## src/rtl/smps_mode_pkg.sv

```systemverilog
`timescale 1ns/1ps
package smps_mode_pkg;

  typedef enum logic [2:0] {
    MD_STARTUP = 3'd0,
    MD_NORMAL  = 3'd1,
    MD_BURST   = 3'd2,
    MD_RESTART = 3'd3,
    MD_LATCHED = 3'd4
  } opMode_t;

  // Strobes from the control FSM to the datapath
  typedef struct packed {
    logic faultWatch;
    logic burstClear;
    logic latchHold;
  } ctlStrobe_t;

  // State returned from the datapath to the control FSM
  typedef struct packed {
    logic filtTrip;
    logic burstRun;
    logic latchCharge;
  } dpStatus_t;

endpackage

```

## src/rtl/smps_mode_dp.sv

```systemverilog
`timescale 1ns/1ps
module smps_mode_dp
  import smps_mode_pkg::*;
#(
  parameter int unsigned FILT_CYCLES = 1600
) (
  input  logic       clk,
  input  logic       rstN,
  input  ctlStrobe_t strobe,
  input  logic       vccOverVolt,
  input  logic       overTemp,
  input  logic       fbHigh,
  input  logic       fbBurstOn,
  input  logic       fbBurstOff,
  input  logic       vccAboveOn,
  input  logic       vccBelowOff,
  output dpStatus_t  status
);

  localparam int unsigned CNT_W = $clog2(FILT_CYCLES + 1);
  localparam logic [CNT_W-1:0] CNT_MAX = CNT_W'(FILT_CYCLES);

  logic [CNT_W-1:0] filtCnt;
  logic             filtIn;
  logic             burstRunQ;
  logic             latchChargeQ;

  // Overvoltage is qualified by overload feedback; temperature is not.
  assign filtIn = strobe.faultWatch & ((vccOverVolt & fbHigh) | overTemp);

  always_ff @(posedge clk or negedge rstN) begin
    if (!rstN) begin
      filtCnt <= '0;
    end else if (!filtIn) begin
      filtCnt <= '0;
    end else if (filtCnt != CNT_MAX) begin
      filtCnt <= filtCnt + 1'b1;
    end
  end

  // Hysteretic burst run state between the restart and pause levels
  always_ff @(posedge clk or negedge rstN) begin
    if (!rstN) begin
      burstRunQ <= 1'b0;
    end else if (strobe.burstClear) begin
      burstRunQ <= 1'b0;
    end else if (fbBurstOn) begin
      burstRunQ <= 1'b1;
    end else if (fbBurstOff) begin
      burstRunQ <= 1'b0;
    end
  end

  // Supply charging hysteresis while latched off
  always_ff @(posedge clk or negedge rstN) begin
    if (!rstN) begin
      latchChargeQ <= 1'b0;
    end else if (!strobe.latchHold) begin
      latchChargeQ <= 1'b0;
    end else if (vccBelowOff) begin
      latchChargeQ <= 1'b1;
    end else if (vccAboveOn) begin
      latchChargeQ <= 1'b0;
    end
  end

  assign status.filtTrip    = (filtCnt == CNT_MAX);
  assign status.burstRun    = burstRunQ;
  assign status.latchCharge = latchChargeQ;

endmodule

```

## src/rtl/smps_mode_fsm.sv

```systemverilog
`timescale 1ns/1ps
module smps_mode_fsm
  import smps_mode_pkg::*;
(
  input  logic       clk,
  input  logic       rstN,
  input  dpStatus_t  status,
  input  logic       vccAboveOn,
  input  logic       vccBelowOff,
  input  logic       vccBelowReset,
  input  logic       fbHigh,
  input  logic       fbLow,
  input  logic       ssAboveRel,
  input  logic       severeOc,
  output ctlStrobe_t strobe,
  output opMode_t    mode,
  output logic       startupEn,
  output logic       biasEn,
  output logic       refEn,
  output logic       burstFlag,
  output logic       clampRelease,
  output logic       switchEn,
  output logic       ssDischarge
);

  opMode_t modeQ;
  opMode_t modeD;
  logic    latchReq;

  assign latchReq = severeOc | status.filtTrip;

  always_comb begin
    modeD = modeQ;
    case (modeQ)
      MD_STARTUP: begin
        if (vccAboveOn) modeD = MD_NORMAL;
      end
      MD_NORMAL: begin
        if (latchReq)                 modeD = MD_LATCHED;
        else if (vccBelowOff)         modeD = MD_STARTUP;
        else if (ssAboveRel && fbHigh) modeD = MD_RESTART;
        else if (ssAboveRel && fbLow)  modeD = MD_BURST;
      end
      MD_BURST: begin
        if (latchReq)         modeD = MD_LATCHED;
        else if (vccBelowOff) modeD = MD_STARTUP;
        else if (fbHigh)      modeD = MD_NORMAL;
      end
      MD_RESTART: begin
        if (vccBelowOff) modeD = MD_STARTUP;
      end
      MD_LATCHED: begin
        if (vccBelowReset) modeD = MD_STARTUP;
      end
      default: modeD = MD_STARTUP;
    endcase
  end

  always_ff @(posedge clk or negedge rstN) begin
    if (!rstN) modeQ <= MD_STARTUP;
    else       modeQ <= modeD;
  end

  always_comb begin
    strobe.faultWatch = (modeQ == MD_NORMAL) || (modeQ == MD_BURST);
    strobe.burstClear = (modeQ != MD_BURST);
    strobe.latchHold  = (modeQ == MD_LATCHED);
  end

  always_comb begin
    startupEn    = 1'b0;
    biasEn       = 1'b0;
    refEn        = 1'b0;
    burstFlag    = 1'b0;
    clampRelease = 1'b0;
    switchEn     = 1'b0;
    ssDischarge  = 1'b0;
    case (modeQ)
      MD_STARTUP: begin
        startupEn   = 1'b1;
        ssDischarge = 1'b1;
      end
      MD_NORMAL: begin
        refEn        = 1'b1;
        biasEn       = 1'b1;
        switchEn     = 1'b1;
        clampRelease = fbHigh | fbLow;
      end
      MD_BURST: begin
        refEn     = 1'b1;
        burstFlag = 1'b1;
        biasEn    = status.burstRun;
        switchEn  = status.burstRun;
      end
      MD_LATCHED: begin
        startupEn = status.latchCharge;
      end
      default: ;
    endcase
  end

  assign mode = modeQ;

endmodule

```

## src/rtl/smps_mode_ctrl.sv

```systemverilog
`timescale 1ns/1ps
module smps_mode_ctrl
  import smps_mode_pkg::*;
#(
  parameter int unsigned FILT_CYCLES = 1600
) (
  input  logic clk,
  input  logic rstN,
  input  logic vccAboveOn,
  input  logic vccBelowOff,
  input  logic vccBelowReset,
  input  logic vccOverVolt,
  input  logic overTemp,
  input  logic fbHigh,
  input  logic fbLow,
  input  logic fbBurstOn,
  input  logic fbBurstOff,
  input  logic ssAboveRel,
  input  logic severeOc,
  output logic startupEn,
  output logic biasEn,
  output logic refEn,
  output logic burstFlag,
  output logic clampRelease,
  output logic switchEn,
  output logic ssDischarge
);

  ctlStrobe_t strobe;
  dpStatus_t  status;
  opMode_t    mode;

  smps_mode_dp #(.FILT_CYCLES(FILT_CYCLES)) dp_i (
    .clk         (clk),
    .rstN        (rstN),
    .strobe      (strobe),
    .vccOverVolt (vccOverVolt),
    .overTemp    (overTemp),
    .fbHigh      (fbHigh),
    .fbBurstOn   (fbBurstOn),
    .fbBurstOff  (fbBurstOff),
    .vccAboveOn  (vccAboveOn),
    .vccBelowOff (vccBelowOff),
    .status      (status)
  );

  smps_mode_fsm fsm_i (
    .clk          (clk),
    .rstN         (rstN),
    .status       (status),
    .vccAboveOn   (vccAboveOn),
    .vccBelowOff  (vccBelowOff),
    .vccBelowReset(vccBelowReset),
    .fbHigh       (fbHigh),
    .fbLow        (fbLow),
    .ssAboveRel   (ssAboveRel),
    .severeOc     (severeOc),
    .strobe       (strobe),
    .mode         (mode),
    .startupEn    (startupEn),
    .biasEn       (biasEn),
    .refEn        (refEn),
    .burstFlag    (burstFlag),
    .clampRelease (clampRelease),
    .switchEn     (switchEn),
    .ssDischarge  (ssDischarge)
  );

endmodule

```

## config.mk

```make
export PLATFORM = sky130hd
export DESIGN_NAME = smps_mode_ctrl
export DESIGN_NICKNAME = d
export VERILOG_FILES = /design/src/rtl/smps_mode_pkg.sv /design/src/rtl/smps_mode_dp.sv /design/src/rtl/smps_mode_fsm.sv /design/src/rtl/smps_mode_ctrl.sv
export SDC_FILE = /design/constraint.sdc
export NUM_CORES = 1
export LEC_CHECK = 0
export CORE_ASPECT_RATIO = 0.6
export CORE_MARGIN = 3
export CORE_UTILIZATION = 45
export DETAILED_ROUTE_END_ITERATION = 8
export MAX_ROUTING_LAYER = met4
export PLACE_DENSITY = 0.75
export SETUP_SLACK_MARGIN = 0.2
export SYNTH_ARGS = -nofsm -noshare
export SYNTH_HDL_FRONTEND = slang
export SYNTH_SLANG_ARGS = --single-unit
```

## constraint.sdc

```tcl
create_clock -name clk -period 4.32 [get_ports clk]
set_clock_uncertainty 0.2 [all_clocks]
set_input_delay 0.432 -clock clk [delete_from_list [all_inputs] [get_ports clk]]
set_output_delay 0.432 -clock clk [all_outputs]
set_load 0.02 [all_outputs]
```

==> results of run 1 <==
logic make-up (layout without fill, tap and decap cells):
group                    after synthesis  after routing
buffers and inverters                 12             29
AO/OA/AOI/OAI                         17             17
multiplexers                           1              1
adder cells (fa/ha/maj)                2              2
XOR/XNOR                               9              9
AND/OR/NAND/NOR                       46             46
flip-flops                            16             16
metrics by stage:
step	total power, mW	instances	area (um2)	setup slack (ns)
CTS	0.547	148	1200	1.80
detailed placement	0.471	145	1180	1.84
finish	0.541	148	1200	1.79
global route	0.578	148	1200	1.66
global placement	0.467	145	1180	1.87
floorplan	0.375	103	980	2.32
registers in the layout (all words and copies together), names as in the netlist:
register / count
dp_i.burstRunQ: 1
dp_i.filtCnt: 11
dp_i.latchChargeQ: 1
fsm_i.mode: 3
worst min path at each step:
stage	to	slack, ns
after floorplan	dp_i.burstRunQ$_DFFE_PN0P_	-0.06
after global placement	dp_i.burstRunQ$_DFFE_PN0P_	0.36
after detailed placement	dp_i.burstRunQ$_DFFE_PN0P_	0.36
after CTS	dp_i.burstRunQ$_DFFE_PN0P_	0.38
after global routing	dp_i.filtCnt[8]$_DFFE_PN0P_	0.41
final	dp_i.filtCnt[6]$_DFFE_PN0P_	0.37
power groups by stage:
stage	combinational, mW	sequential, mW	clock (mW)
floorplan	0.188	0.187	0
global placement	0.253	0.214	0
detailed placement	0.257	0.214	0
CTS	0.258	0.210	0.0790
global route	0.274	0.216	0.0875
finish	0.255	0.211	0.0753
metal layers:
| layer | global-route usage, % | routed length [um] | vias up | share of wire [%] |
|---|---|---|---|---|
| met2 | 21.9 | 894 | 21 | 43 |
| met3 | 5.36 | 112 | 2 | 5.4 |
| met1 | 25.0 | 1040 | 388 | 50 |
| met5 | - | 0 | - | 0 |
| met4 | 3.24 | 17 | 0 | 0.82 |
| li1 | - | - | 401 | - |
cells in the mapped netlist, drive strengths merged:
master and n:
a211oi 2, a21oi 6, a221o 1, a2bb2oi 1, a31o 2, a31oi 1, and3 1, and4 1
buf 4, clkbuf 1, dfrtp 16, ha 2, inv 7, mux2i 1, nand2 6, nand2b 3
nand3 3, nand3b 2, nand4 4, nor2 13, nor2b 1, nor3 6, nor4b 3, o21ai 3
o311a 1, or3 2, or4b 1, xnor2 5, xor2 4
cell usage in the layout, fill, tap and decap left out, drive strengths merged:
cell type	n
a211oi	2
a21oi	6
a221o	1
a2bb2oi	1
a31o	2
a31oi	1
and3	1
and4	1
clkbuf	3
clkdlybuf4s50	19
dfrtp	16
ha	2
inv	7
mux2i	1
nand2	6
nand2b	3
nand3	3
nand3b	2
nand4	4
nor2	13
nor2b	1
nor3	6
nor4b	3
o21ai	3
o311a	1
or3	2
or4b	1
xnor2	5
xor2	4
cell type report:
| class | instances | area, um2 | share of cell area (%) |
|---|---|---|---|
| Sequential cell | 16 | 400 | 33.4 |
| Tap cell | 28 | 35.0 | 2.92 |
| Timing Repair Buffer | 19 | 190 | 15.9 |
| Inverter | 7 | 26.3 | 2.19 |
| Multi-Input combinational cell | 75 | 524 | 43.7 |
| Clock buffer | 3 | 22.5 | 1.88 |
critical path: stages, from the launching register on:
cell,delay (ns)
dfrtp_1,0.53
nand2b_1,0.26
a21oi_1,0.19
clkdlybuf4s50_1,0.63
==> metrics, run 1 <==
share of cells above drive strength 1=7.50%; CP Launch Point=fsm_i.mode[1]$_DFFE_PN0P_; Final Cycle Share=58.5%; vias post-DR=812; switching share of power=39.8%; Placer Congestion=0.875; syn_area_per_cell=9.51 um2; largest cells by area after synthesis=dfrtp_1 (41%), nor2_1 (5.0%), nor4b_4 (4.9%), xnor2_1 (4.5%), xor2_1 (3.6%); Final Hold Violating Endpoints=0; post_cts resized=0; register area share after synthesis=40.9%; largest area contributor in the netlist=dfrtp_1; Post-Syn Area=980 um2; initial antenna violation count=0; nets=137; crit path time final=2.53 ns; drt wl/cell=14.0 um; Antenna diodes=0; largest family of logic cells by synthesized area=simple AND/OR/NAND/NOR gates; drc violations=0; combinational power share=47.1%; crit path max fanout=13; H-tree depth=1; fill count=155; status=completed; maximum operating frequency=396 MHz; Critical Path AT=1.89 ns; Final TNS setup=0 ns; kind of critical path=flop to output port; Hold/Removal Path Class=primary input to async pin; crit path to=biasEn; hold buffers post-CTS=0; Initial Utilization=50.2%; Synth Warn #=0; Internal Power=0.326 mW; Slew Limit Fails=0; R2R setup slack=2.53 ns; WL final=2070 um; Seq pwr share=39.0%; clock share of power=13.9%; initial drt markers=75; Static Leak=0.478 nW; simple-gate share of the synthesized area=29.6%; vias in the first global route=746; Critical Path RT=3.69 ns; crit end category=output port; # setup viols final=0; CP Launch Type=flop; die area=0.00279 mm2; PD cells=452 mW/mm2; top-area cell type share of the netlist area=40.9%; RR Endpoint=dp_i.filtCnt[4]$_DFFE_PN0P_; Compound-Gate Fraction of Synth Area=12.3%; setup bufs post-CTS=0; clock latency on the worst-skew pair=0.28 ns; die width=66.2 um; post-synth cell types=35; Port Buffer Count=19; Clock Tree Root=clkbuf_4; largest net degree at the start of global routing=17; post-detail-place hpwl=1650 um; worst-margin pin slew=0.706 ns; Util after Layout=61.4%; Via density=5.49; max_slew headroom=52.8%; ANT nets after route=0; Post-Syn Instances=103; Die H=42.1 um; first drt pass iteration count=4; post-synthesis net count=118; CTS Buffer Depth=2; Yosys reg bits=16; R2R cell count=3; Reg clk slew, reported paths=0.09 ns; I/O Pins=20; Area Overhead vs Synth=22.3%; FF-to-FF Start=fsm_i.mode[1]$_DFFE_PN0P_; CTS sink cnt=16; Max Cap Viol=0; CTS tree=done; switching power=0.215 mW; gr ovfl total=0; Post-Synth Adder-Cell Area=2.55%; Max IR drop VDD=0.218 mV; Synth Area in XOR/XNOR=8.05%; RSZ-0062 raised after global routing=false; Core ar.=0.00195 mm2; proportion of synthesized area in mux cells=1.02%; gr usage total=16.8%; Num CTS Buffers=3; first-pass GRT wire length=3550 um; row cnt=12; hold_ws=0.367 ns
Power figures use the tool's default switching activity.
==> run 2, diff against run 1 <==
==> constraint.sdc (replaced) <==
create_clock -name clk -period 2.5 [get_ports clk]
set_clock_uncertainty 0.2 [all_clocks]
set_input_delay 0.25 -clock clk [delete_from_list [all_inputs] [get_ports clk]]
set_output_delay 0.25 -clock clk [all_outputs]
set_load 0.02 [all_outputs]
==> metrics, run 2 (synthesis gave the netlist of run 1 again) <==
Antenna diodes=0; Final WS setup=0.298 ns; row cnt=12; R2R setup slack=0.79 ns; Max Cap Viol=0; RR Endpoint=dp_i.filtCnt[5]$_DFFE_PN0P_; fill count=168; Final Cycle Share=88.1%; nets=137; crit end category=output port; clock latency on the worst-skew pair=0.28 ns; maximum operating frequency=454 MHz; Largest register FFs=11; Port Buffer Count=19; Crit path max-delay family=buffers and inverters; H-tree depth=1; share of cells above drive strength 1=9.92%; I/O Pins=20; CTS Buffer Depth=2; initial drt markers=93; Hold/Removal Path Class=primary input to async pin; Placer Congestion=0.852; crit path max fanout=15; gr ovfl total=0; Via density=5.32; commonest cells after routing, fill and taps aside=clkdlybuf4s50_1 (15), dfrtp_1 (14), nor2_1 (13); hold buffers post-CTS=0; Worst Path Buf+Inv=1; Static Leak=0.531 nW; most frequent standard cell in the layout excluding fill and tap cells=clkdlybuf4s50_1; drt wl/cell=13.5 um; Largest Register=dp_i.filtCnt; vias post-DR=792; die area=0.00279 mm2; vias in the first global route=694; RSZ-0062 raised after global routing=false; Max IR drop VDD=0.384 mV; first-pass GRT wire length=3340 um; worst-margin pin slew=0.699 ns; Final Hold Violating Endpoints=0; hold_ws=0.179 ns; PD cells=792 mW/mm2; first drt pass iteration count=4; CTS sink cnt=16; # setup viols final=0; initial antenna violation count=0; drc violations=0; status=completed; kind of critical path=flop to output port; gr usage total=16.1%; overall power=0.968 mW; Area Overhead vs Synth=24.6%; CP Launch Type=flop; Reg clk slew, reported paths=0.09 ns; WL final=2020 um; Die H=42.1 um; crit path time final=2.20 ns; CTS tree=done; FF-to-FF Start=fsm_i.mode[1]$_DFFE_PN0P_; Num CTS Buffers=3; die width=66.2 um; Core ar.=0.00195 mm2; Slew Limit Fails=0; Final TNS setup=0 ns; ANT nets after route=0; Critical Path AT=1.75 ns; CP peak stage delay=0.64 ns; post-detail-place hpwl=1530 um; Initial Utilization=50.2%; DP Worst Slack=0.401 ns; crit-path cells=a211oi_1 -> clkdlybuf4s50_1; setup bufs post-CTS=0; Clock Tree Root=clkbuf_4; Critical Path RT=2.05 ns; Util after Layout=62.6%; max_slew headroom=53.3%; Crit-path slowest cell=clkdlybuf4s50_1; R2R cell count=3; largest net degree at the start of global routing=17
==> run 2: cell types whose count changed in the layout (fill, tap and decap cells not counted) <==
cell | previous run | this run
clkdlybuf4s50_1 | 19 | 15
dlymetal6s2s_1 | 0 | 3
dfrtp_2 | 0 | 2
clkbuf_8 | 0 | 1
dlygate4sd2_1 | 0 | 1
dfrtp_1 | 16 | 14
==> run 2: layer usage <==
layer  wire length [um]  GRT usage [%]  vias to the layer above
met5                  0              -                        -
met4                 10           1.21                        0
met3                 99           5.63                        2
met2                774           19.9                       19
met1               1130           25.3                      370
li1                   -              -                      401
==> run 2: area by class of cell <==
type | instances | area, um2 | area share, %
Sequential cell | 16 | 403 | 33.0
Clock buffer | 4 | 36.3 | 2.97
Tap cell | 28 | 35.0 | 2.87
Timing Repair Buffer | 19 | 196 | 16.1
Multi-Input combinational cell | 75 | 524 | 42.9
Inverter | 7 | 26.3 | 2.15
==> run 2: report_power, final <==
group	switching, mW	total (mW)	internal (mW)
registers	0.0809	0.372	0.291
logic	0.219	0.427	0.208
clock network	0.0797	0.168	0.0886
==> run 2: metrics by stage <==
stage,std cells,area [um2]
2_1_floorplan,103,980
3_3_place_gp,145,1180
3_5_place_dp,145,1180
4_1_cts,149,1210
5_1_grt,149,1220
6_report,149,1220
==> run 2: worst max path at each step <==
| stage | startpoint | slack (ns) | endpoint | cells after the start |
|---|---|---|---|---|
| global route | fsm_i.mode[2]$_DFFE_PN0P_ | 0.22 | startupEn | 2 |
| floorplan | fsm_i.mode[0]$_DFFE_PN0P_ | 0.68 | switchEn | 4 |
| CTS | fsm_i.mode[0]$_DFFE_PN0P_ | 0.21 | clampRelease | 3 |
| detailed placement | fbHigh | 0.40 | clampRelease | 4 |
| finish | fsm_i.mode[2]$_DFFE_PN0P_ | 0.30 | startupEn | 2 |
| global placement | fbHigh | 0.42 | clampRelease | 4 |
==> run 2: timing repair <==
item	CTS	global route
resized for setup	2	4
setup endpoints to repair	3	4
pin swaps	0	0
